`config.mk`:
```
export PLATFORM = sky130hd
export DESIGN_NAME = qphase_corrector
export DESIGN_NICKNAME = d
export VERILOG_FILES = /design/src/rtl/qpc_pkg.sv /design/src/rtl/qpc_mul_stage.sv /design/src/rtl/qpc_sub_stage.sv /design/src/rtl/qpc_scale_stage.sv /design/src/rtl/qphase_corrector.sv
export SDC_FILE = /design/constraint.sdc
export NUM_CORES = 2
export LEC_CHECK = 0
export ABC_CLOCK_PERIOD_IN_PS = 10800
export BUFFER_PORTS_ARGS = -buffer_cell sky130_fd_sc_hd__buf_2
export CAP_MARGIN = 40
export CORE_UTILIZATION = 65
export CTS_BUF_LIST = sky130_fd_sc_hd__clkbuf_8
export DETAILED_ROUTE_END_ITERATION = 16
export PLACE_DENSITY = 0.95
export SLEW_MARGIN = 20
export SYNTH_ARGS = -nofsm -noshare
export SYNTH_HDL_FRONTEND = slang
export SYNTH_SLANG_ARGS = --single-unit
export TNS_END_PERCENT = 50
```
`constraint.sdc`:
```
create_clock -name clk -period 10.8 [get_ports clk]
set_clock_uncertainty 0.2 [all_clocks]
set_input_delay 3.24 -clock clk [delete_from_list [all_inputs] [get_ports clk]]
set_output_delay 3.24 -clock clk [all_outputs]
set_load 0.02 [all_outputs]
```
`src/rtl/qpc_pkg.sv`:
```
package qpc_pkg;
  localparam int QPC_DATA_W_DEF = 16;
  localparam int QPC_COEF_W_DEF = 16;
  localparam int QPC_FRAC_DEF   = 14;
  localparam int QPC_STAGES     = 3;
endpackage

```
`src/rtl/qpc_mul_stage.sv`:
```
module qpc_mul_stage #(
  parameter int DATA_W = 16,
  parameter int COEF_W = 16,
  localparam int PROD_W = DATA_W + COEF_W
) (
  input  logic                     clk,
  input  logic                     rst_n,
  input  logic                     v_i,
  input  logic signed [DATA_W-1:0] ref_i,
  input  logic signed [DATA_W-1:0] cos_i,
  input  logic signed [COEF_W-1:0] sin_i,
  output logic                     v_o,
  output logic signed [DATA_W-1:0] ref_o,
  output logic signed [DATA_W-1:0] cos_o,
  output logic signed [PROD_W-1:0] prod_o
);
  function automatic logic signed [PROD_W-1:0] leak_term(
    input logic signed [DATA_W-1:0] a, input logic signed [COEF_W-1:0] b);
    logic signed [PROD_W-1:0] ax, bx;
    ax = PROD_W'(a);
    bx = PROD_W'(b);
    return ax * bx;
  endfunction

  always_ff @(posedge clk or negedge rst_n) begin
    if (!rst_n) begin
      v_o    <= 1'b0;
      ref_o  <= '0;
      cos_o  <= '0;
      prod_o <= '0;
    end else begin
      v_o <= v_i;
      if (v_i) begin
        ref_o  <= ref_i;
        cos_o  <= cos_i;
        prod_o <= leak_term(ref_i, sin_i);
      end
    end
  end
endmodule

```
`src/rtl/qpc_sub_stage.sv`:
```
module qpc_sub_stage #(
  parameter int DATA_W = 16,
  parameter int COEF_W = 16,
  parameter int FRAC   = 14,
  localparam int PROD_W = DATA_W + COEF_W,
  localparam int DIFF_W = PROD_W + 1
) (
  input  logic                     clk,
  input  logic                     rst_n,
  input  logic                     v_i,
  input  logic signed [DATA_W-1:0] ref_i,
  input  logic signed [DATA_W-1:0] cos_i,
  input  logic signed [PROD_W-1:0] prod_i,
  output logic                     v_o,
  output logic signed [DATA_W-1:0] ref_o,
  output logic signed [DIFF_W-1:0] diff_o
);
  function automatic logic signed [DIFF_W-1:0] cancel(
    input logic signed [DATA_W-1:0] c, input logic signed [PROD_W-1:0] p);
    logic signed [DIFF_W-1:0] cx, px;
    cx = DIFF_W'(c);
    px = DIFF_W'(p);
    return (cx <<< FRAC) - px;
  endfunction

  always_ff @(posedge clk or negedge rst_n) begin
    if (!rst_n) begin
      v_o    <= 1'b0;
      ref_o  <= '0;
      diff_o <= '0;
    end else begin
      v_o <= v_i;
      if (v_i) begin
        ref_o  <= ref_i;
        diff_o <= cancel(cos_i, prod_i);
      end
    end
  end
endmodule

```
`src/rtl/qpc_scale_stage.sv`:
```
module qpc_scale_stage #(
  parameter int DATA_W = 16,
  parameter int COEF_W = 16,
  parameter int FRAC   = 14,
  localparam int DIFF_W = DATA_W + COEF_W + 1,
  localparam int SCL_W  = DIFF_W + COEF_W
) (
  input  logic                     clk,
  input  logic                     rst_n,
  input  logic                     v_i,
  input  logic signed [DATA_W-1:0] ref_i,
  input  logic signed [DIFF_W-1:0] diff_i,
  input  logic signed [COEF_W-1:0] inv_i,
  output logic                     v_o,
  output logic signed [DATA_W-1:0] ref_o,
  output logic signed [DATA_W-1:0] cos_o,
  output logic                     sat_o
);
  localparam logic signed [SCL_W-1:0] HI =
    {{(SCL_W-DATA_W+1){1'b0}}, {(DATA_W-1){1'b1}}};
  localparam logic signed [SCL_W-1:0] LO =
    {{(SCL_W-DATA_W+1){1'b1}}, {(DATA_W-1){1'b0}}};

  function automatic logic signed [SCL_W-1:0] rescale(
    input logic signed [DIFF_W-1:0] d, input logic signed [COEF_W-1:0] k);
    logic signed [SCL_W-1:0] dx, kx;
    dx = SCL_W'(d);
    kx = SCL_W'(k);
    return (dx * kx) >>> (2 * FRAC);
  endfunction

  logic signed [SCL_W-1:0] wide;
  logic                    over_hi, under_lo;
  logic signed [DATA_W-1:0] clamped;

  always_comb begin
    wide     = rescale(diff_i, inv_i);
    over_hi  = wide > HI;
    under_lo = wide < LO;
    if (over_hi)       clamped = HI[DATA_W-1:0];
    else if (under_lo) clamped = LO[DATA_W-1:0];
    else               clamped = wide[DATA_W-1:0];
  end

  assign sat_o = v_i && (over_hi || under_lo);

  always_ff @(posedge clk or negedge rst_n) begin
    if (!rst_n) begin
      v_o   <= 1'b0;
      ref_o <= '0;
      cos_o <= '0;
    end else begin
      v_o <= v_i;
      if (v_i) begin
        ref_o <= ref_i;
        cos_o <= clamped;
      end
    end
  end
endmodule

```
`src/rtl/qphase_corrector.sv`:
```
module qphase_corrector
  import qpc_pkg::*;
#(
  parameter int DATA_W = QPC_DATA_W_DEF,
  parameter int COEF_W = QPC_COEF_W_DEF,
  parameter int FRAC   = QPC_FRAC_DEF,
  localparam int PROD_W = DATA_W + COEF_W,
  localparam int DIFF_W = PROD_W + 1
) (
  input  logic                     clk,
  input  logic                     rst_n,
  input  logic                     in_valid,
  input  logic signed [DATA_W-1:0] in_ref,
  input  logic signed [DATA_W-1:0] in_cos,
  input  logic signed [COEF_W-1:0] sin_sigma,
  input  logic signed [COEF_W-1:0] inv_cos,
  output logic                     out_valid,
  output logic signed [DATA_W-1:0] out_ref,
  output logic signed [DATA_W-1:0] out_cos
);
  logic                     m_v, s_v;
  logic signed [DATA_W-1:0] m_ref, m_cos, s_ref;
  logic signed [PROD_W-1:0] m_prod;
  logic signed [DIFF_W-1:0] s_diff;
  logic                     sat_event;

  qpc_mul_stage #(.DATA_W(DATA_W), .COEF_W(COEF_W)) u_mul (
    .clk(clk), .rst_n(rst_n), .v_i(in_valid), .ref_i(in_ref), .cos_i(in_cos),
    .sin_i(sin_sigma), .v_o(m_v), .ref_o(m_ref), .cos_o(m_cos), .prod_o(m_prod));

  qpc_sub_stage #(.DATA_W(DATA_W), .COEF_W(COEF_W), .FRAC(FRAC)) u_sub (
    .clk(clk), .rst_n(rst_n), .v_i(m_v), .ref_i(m_ref), .cos_i(m_cos),
    .prod_i(m_prod), .v_o(s_v), .ref_o(s_ref), .diff_o(s_diff));

  qpc_scale_stage #(.DATA_W(DATA_W), .COEF_W(COEF_W), .FRAC(FRAC)) u_scl (
    .clk(clk), .rst_n(rst_n), .v_i(s_v), .ref_i(s_ref), .diff_i(s_diff),
    .inv_i(inv_cos), .v_o(out_valid), .ref_o(out_ref), .cos_o(out_cos),
    .sat_o(sat_event));
endmodule

```
# Word-level counts from Yosys, hierarchy flattened
# Cells that the tools add are included.
op_classes:
  muxes: 2
  magnitude_cmp: 2
  multipliers: 2
  addsub: 1
ops:
  columns: ["operator", "count"]
  rows:
  - ["$mul A33 B16 Y49", 1]
  - ["$sub A30 B32 Y33", 1]
  - ["$mul A16 B16 Y32", 1]
  - ["$mux W16", 2]
  - ["$gt A21 B16 Y1 const B", 1]
  - ["$lt A21 B16 Y1 const B", 1]
totals:
  output_inout_bits: 33
  elab_cells: 17
  reg_bits: 148
  input_bits: 67

# Longest topological paths before layout
depth:
  ltp_word: 4
  ltp_mapped: 26
  mapped_depth_nobuf: 24

# Hierarchy
# Synthesis repeated with hierarchy kept, for this count alone.
hier_totals:
  hier_cells: 3817
  area_unflattened_um2: 35266.3
modules_own_cells:
  columns: ["module", "area_per_inst_um2", "cells_each", "n_inst"]
  rows:
  - ["qpc_scale_stage", 19707.7, 2227, 1]
  - ["qpc_mul_stage", 12375.6, 1270, 1]
  - ["qpc_sub_stage", 3183.1, 320, 1]

# Least setup slack after synthesis
# Ideal clock, no wire load.
synth_timing:
  path_type: "input port to flip-flop"
  from: "input port inv_cos[4]"
  to: "register u_scl.cos_o[14]"
  path_stages: 21
  setup_ps: 96
  t_arrival_ps: 9405
  slack_ps: 1100
  path_buffers: 1
  cell_sequence: "clkbuf_1 -> nand2_1 -> fa_1 -> inv_1 -> fa_1 -> inv_1 -> fa_1 -> fa_1 -> fa_1 -> inv_1 -> fa_1 -> ha_1 -> and3_1 -> and2_1 -> a221o_1 -> a21o_1 -> a21oi_1 -> a31oi_2 -> nor4_4 -> a21oi_2 -> o32ai_2"
synth_via:
  elab_chain_len: 4
synth_rtl:
  columns: ["element", "line", "rtl"]
  rows:
  - ["from (decl)", "qphase_corrector.sv:16", "input logic signed [COEF_W-1:0] inv_cos,"]
  - ["$mul A33 B16 Y49 *", "qpc_scale_stage.sv:29", "return (dx * kx) >>> (2 * FRAC);"]
  - ["$lt A21 B16 Y1", "qpc_scale_stage.sv:39", "under_lo = wide < LO;"]
  - ["$mux W16", "qpc_scale_stage.sv:41", "else if (under_lo) clamped = LO[DATA_W-1:0];"]
  - ["$mux W16 *", "qpc_scale_stage.sv:40", "if (over_hi) clamped = HI[DATA_W-1:0];"]
  - ["to (signal assigned)", "qpc_scale_stage.sv:56", "cos_o <= clamped;"]
  - ["to (decl)", "qpc_scale_stage.sv:16", "output logic signed [DATA_W-1:0] cos_o,"]
# Every way passes the cells marked *; elsewhere a longest branch is shown, timed or not.
# A chain may end at the register's enable or synchronous reset.

# Worst setup path after layout
layout_timing:
  from: "input port inv_cos[1]"
  to: "register u_scl.cos_o[0]"
# Same word-level chain as after synthesis.

==> impl_metrics.json <==
{
  "ant_nets": 0,
  "endpoint_kind": "register",
  "start_util_pct": 66.4,
  "synth_top_family_by_area": "adder cells",
  "synth.most_common_cell": "inv_1",
  "place_ws_ps": 100,
  "first_pass_iters": 6,
  "hold_buffers": 0,
  "worstPathMaxFanout": 33,
  "fin_crit_sh_pct": 95.8,
  "multi_input_area_um2": 26800,
  "synth_xor_xnor_area_share_pct": 2.12,
  "fin_setup_tns_ps": 0,
  "rrSetupSlack_ps": 2990,
  "synth-simple-area-share_pct": 14.7,
  "whs_ps": 314,
  "cts_root_buffer": "clkbuf_8",
  "gp_congestion": 0.899,
  "worst_slew_pin_slew_ps": 870,
  "seq_area_frac_synth_pct": 10.8,
  "critPathKind": "input port to register",
  "wl_per_cell_um": 21.1,
  "die_width_um": 232,
  "met1_length_um": 29400,
  "wl_um": 91900,
  "synth_edf_count": 0,
  "drc": 0,
  "critPathLaunchType": "input port",
  "clk_latency_ps": 520,
  "max_freq_ghz": 0.0967,
  "cp.required_ps": 11020,
  "first_global_vias": 30600,
  "setup_viol": 0,
  "rows": 83,
  "synthCells": 3654,
  "io_pins": 100,
  "portBuffers": 99,
  "fp.dieH_um": 232,
  "cp_common_cell": "fa_1",
  "synth_mux_area_share_pct": 3.42,
  "cp_slowest_cell": "fa_1",
  "dr_wl_met3_um": 10400,
  "finalMaxSlewViolations": 0,
  "vias": 26600,
  "coreArea_um2": 51700,
  "cts_tree": "yes",
  "synth-compound-area-share_pct": 5.65,
  "max_stage_delay_ps": 680,
  "rr_worst_depth": 22,
  "syn-num-nets": 4696,
  "antenna_found_initial": 4,
  "worstHoldStart": "u_mul.ref_o[15]$_DFFE_PN0P_",
  "drive_gt1_share_pct": 8.11,
  "r2r_end": "u_scl.cos_o[0]$_DFFE_PN0P_",
  "final_area_um2": 35900,
  "highest_layer": "met5",
  "fin_nets": 4705,
  "yosys_most_used_dff": "dfrtp_1",
  "grt_pass1_wl_um": 151000,
  "rsz0062_at_grt": "false",
  "cts_setup_buffers": 0,
  "min_to": "u_sub.ref_o[15]$_DFFE_PN0P_",
  "fin_crit_ps": 10350,
  "synth_adder_area_share_pct": 52.2,
  "hold_class": "register to register",
  "yosysTopAreaCell": "fa_1",
  "cts_buffer_depth": 2,
  "ys_types": 80,
  "worst_setup_hold_path_clk_slew_ps": 90,
  "ys_ff_latch": 148,
  "synth_area_leaders": "fa_1 44%, dfrtp_1 11%, inv_1 9.7%, ha_1 7.8%, and2_1 5.5%",
  "crit_family": "adder cells",
  "dp_hpwl_um": 69200,
  "clock_sinks": 148,
  "syn_area_per_cell_um2": 9.40,
  "worstPathCellList": "buf_2 > nand2_1 > fa_1 > inv_1 > fa_1 > inv_1 > fa_1 > inv_1 > fa_1 > fa_1 > inv_1 > fa_1 > inv_1 > ha_1 > a21o_1 > a31oi_1 > o21ai_1 > or3_4 > o21ai_1 > a211oi_1 > a211oi_4 > o32ai_2 > buf_4 > o22ai_1",
  "layout_setup_ws_ps": 455,
  "syn2layout_area_growth_pct": 4.62,
  "ff_latch_area_um2": 3700,
  "grt-ovfl-total": 0,
  "async_flop_share_pct": 100,
  "worst-path-buf-inv": 7,
  "htree_levels": 4,
  "synth_common_cells": "883 x inv_1, 761 x fa_1, 496 x nand2_1",
  "hold_violations": 0,
  "whs_path_depth": 1,
  "status": "completed",
  "drv_cap": 0,
  "maxSlewHeadroom_pct": 42.0,
  "crit_arrival_ps": 10560,
  "synth_top_area_share_pct": 44.4,
  "rr_startpoint": "u_sub.diff_o[15]$_DFFE_PN0P_",
  "avgViaCountPerCell": 6.10,
  "yosysWarnings": 0,
  "dieArea_um2": 53800,
  "first_iter_violations": 2823,
  "syn_area_um2": 34300,
  "grt_max_degree": 82,
  "dr_wl_met2_um": 44500,
  "dpl-instance-area_um2": 35400,
  "cts_buffers": 17,
  "nFillCells": 3214,
  "grt.total_usage_pct": 36.3,
  "ctsResizeCount": 0
}
## sequential cells by signal, summed over array words and instances (netlist names)
name          flops
u_mul.prod_o     32
u_mul.v_o         1
u_sub.ref_o      16
u_mul.ref_o      16
u_sub.diff_o     33
u_scl.cos_o      16
u_scl.ref_o      16
u_sub.v_o         1
u_mul.cos_o      16
u_scl.v_o         1
## layout make-up
class	instances	share of cell area, %
clock inverters	14	0.536
diodes	2	0.0139
multi-input cells	2483	74.6
clock buffers	18	0.690
flip-flops and latches	148	10.3
inverters	885	9.25
repair buffers	128	2.27
well taps	680	2.37
## worst max path at each step
stage	from	endpoint	slack (ps)	depth (start not counted)
after floorplan	inv_cos[4]	u_scl.cos_o[14]$_DFFE_PN0P_	1100	21
after global placement	inv_cos[1]	u_scl.cos_o[14]$_DFFE_PN0P_	410	21
after detailed placement	inv_cos[4]	u_scl.cos_o[14]$_DFFE_PN0P_	100	21
after CTS	inv_cos[1]	u_scl.cos_o[14]$_DFFE_PN0P_	550	21
after global routing	inv_cos[1]	u_scl.cos_o[0]$_DFFE_PN0P_	250	24
final	inv_cos[1]	u_scl.cos_o[0]$_DFFE_PN0P_	450	24
## worst register-to-register path, stage by stage, from the launching register on
cell and delay, ps:
dfrtp_1 920, nand2_1 200, fa_1 550, fa_1 510, fa_1 520, inv_1 60
fa_1 500, fa_1 530, inv_1 70, fa_1 490, inv_1 50, ha_1 320
a21oi_1 210, o21ai_1 160, o32ai_2 500, a2111oi_2 150, or3_4 390, o21ai_1 290
a211oi_1 170, a211oi_4 410, o32ai_2 150, buf_4 200, o22ai_1 190
## cell usage in the layout, fill, tap and decap left out, types with 5 or more instances in the layout
cell        n
a211oi_1    8
a21o_1     36
a21oi_1    74
a31o_2      6
a31oi_1    14
and2_1    304
and3_1      5
buf_2      98
buf_4      22
clkbuf_8   18
dfrtp_1   147
fa_1      761
ha_1      214
inv_1     884
inv_6       5
mux2_2     99
mux2i_1     6
nand2_1   496
nand2b_1   25
nand3_1    28
nand4_1    11
nor2_1     92
nor2b_1    11
nor3_1     20
o211ai_1   10
o21a_1      5
o21ai_0    61
o21bai_1    8
o22ai_1    10
or2_2       5
or3_1       7
xnor2_1    60
xor2_1     23
## cells by family after synthesis
| group | after synthesis |
|---|---|
| xor gates and xnor gates | 83 |
| and+or+nand+nor | 1032 |
| DFF | 148 |
| muxes | 105 |
| AOI/OAI and AO/OA | 288 |
| buffers and inverters | 1023 |
| adders and majority gates | 975 |
## routing by layer
| metal | GRT usage, % | up-vias |
|---|---|---|
| met3 | 8.42 | 681 |
| met2 | 60.2 | 1933 |
| met5 | 0.184 | - |
| met4 | 26.6 | 2 |
| met1 | 41.2 | 13100 |
| li1 | - | 10900 |
## stage by stage
step | util, % | instances
floorplan | - | 3654
global placement | 68.4 | 4318
detailed placement | 68.4 | 4319
CTS | 69.3 | 4351
global route | 69.5 | 4358
finish | 69.5 | 4358
Power is left out: the tool's default activity adds up to more than one toggle a clock period on the data nets, which glitch-free logic cannot reach.
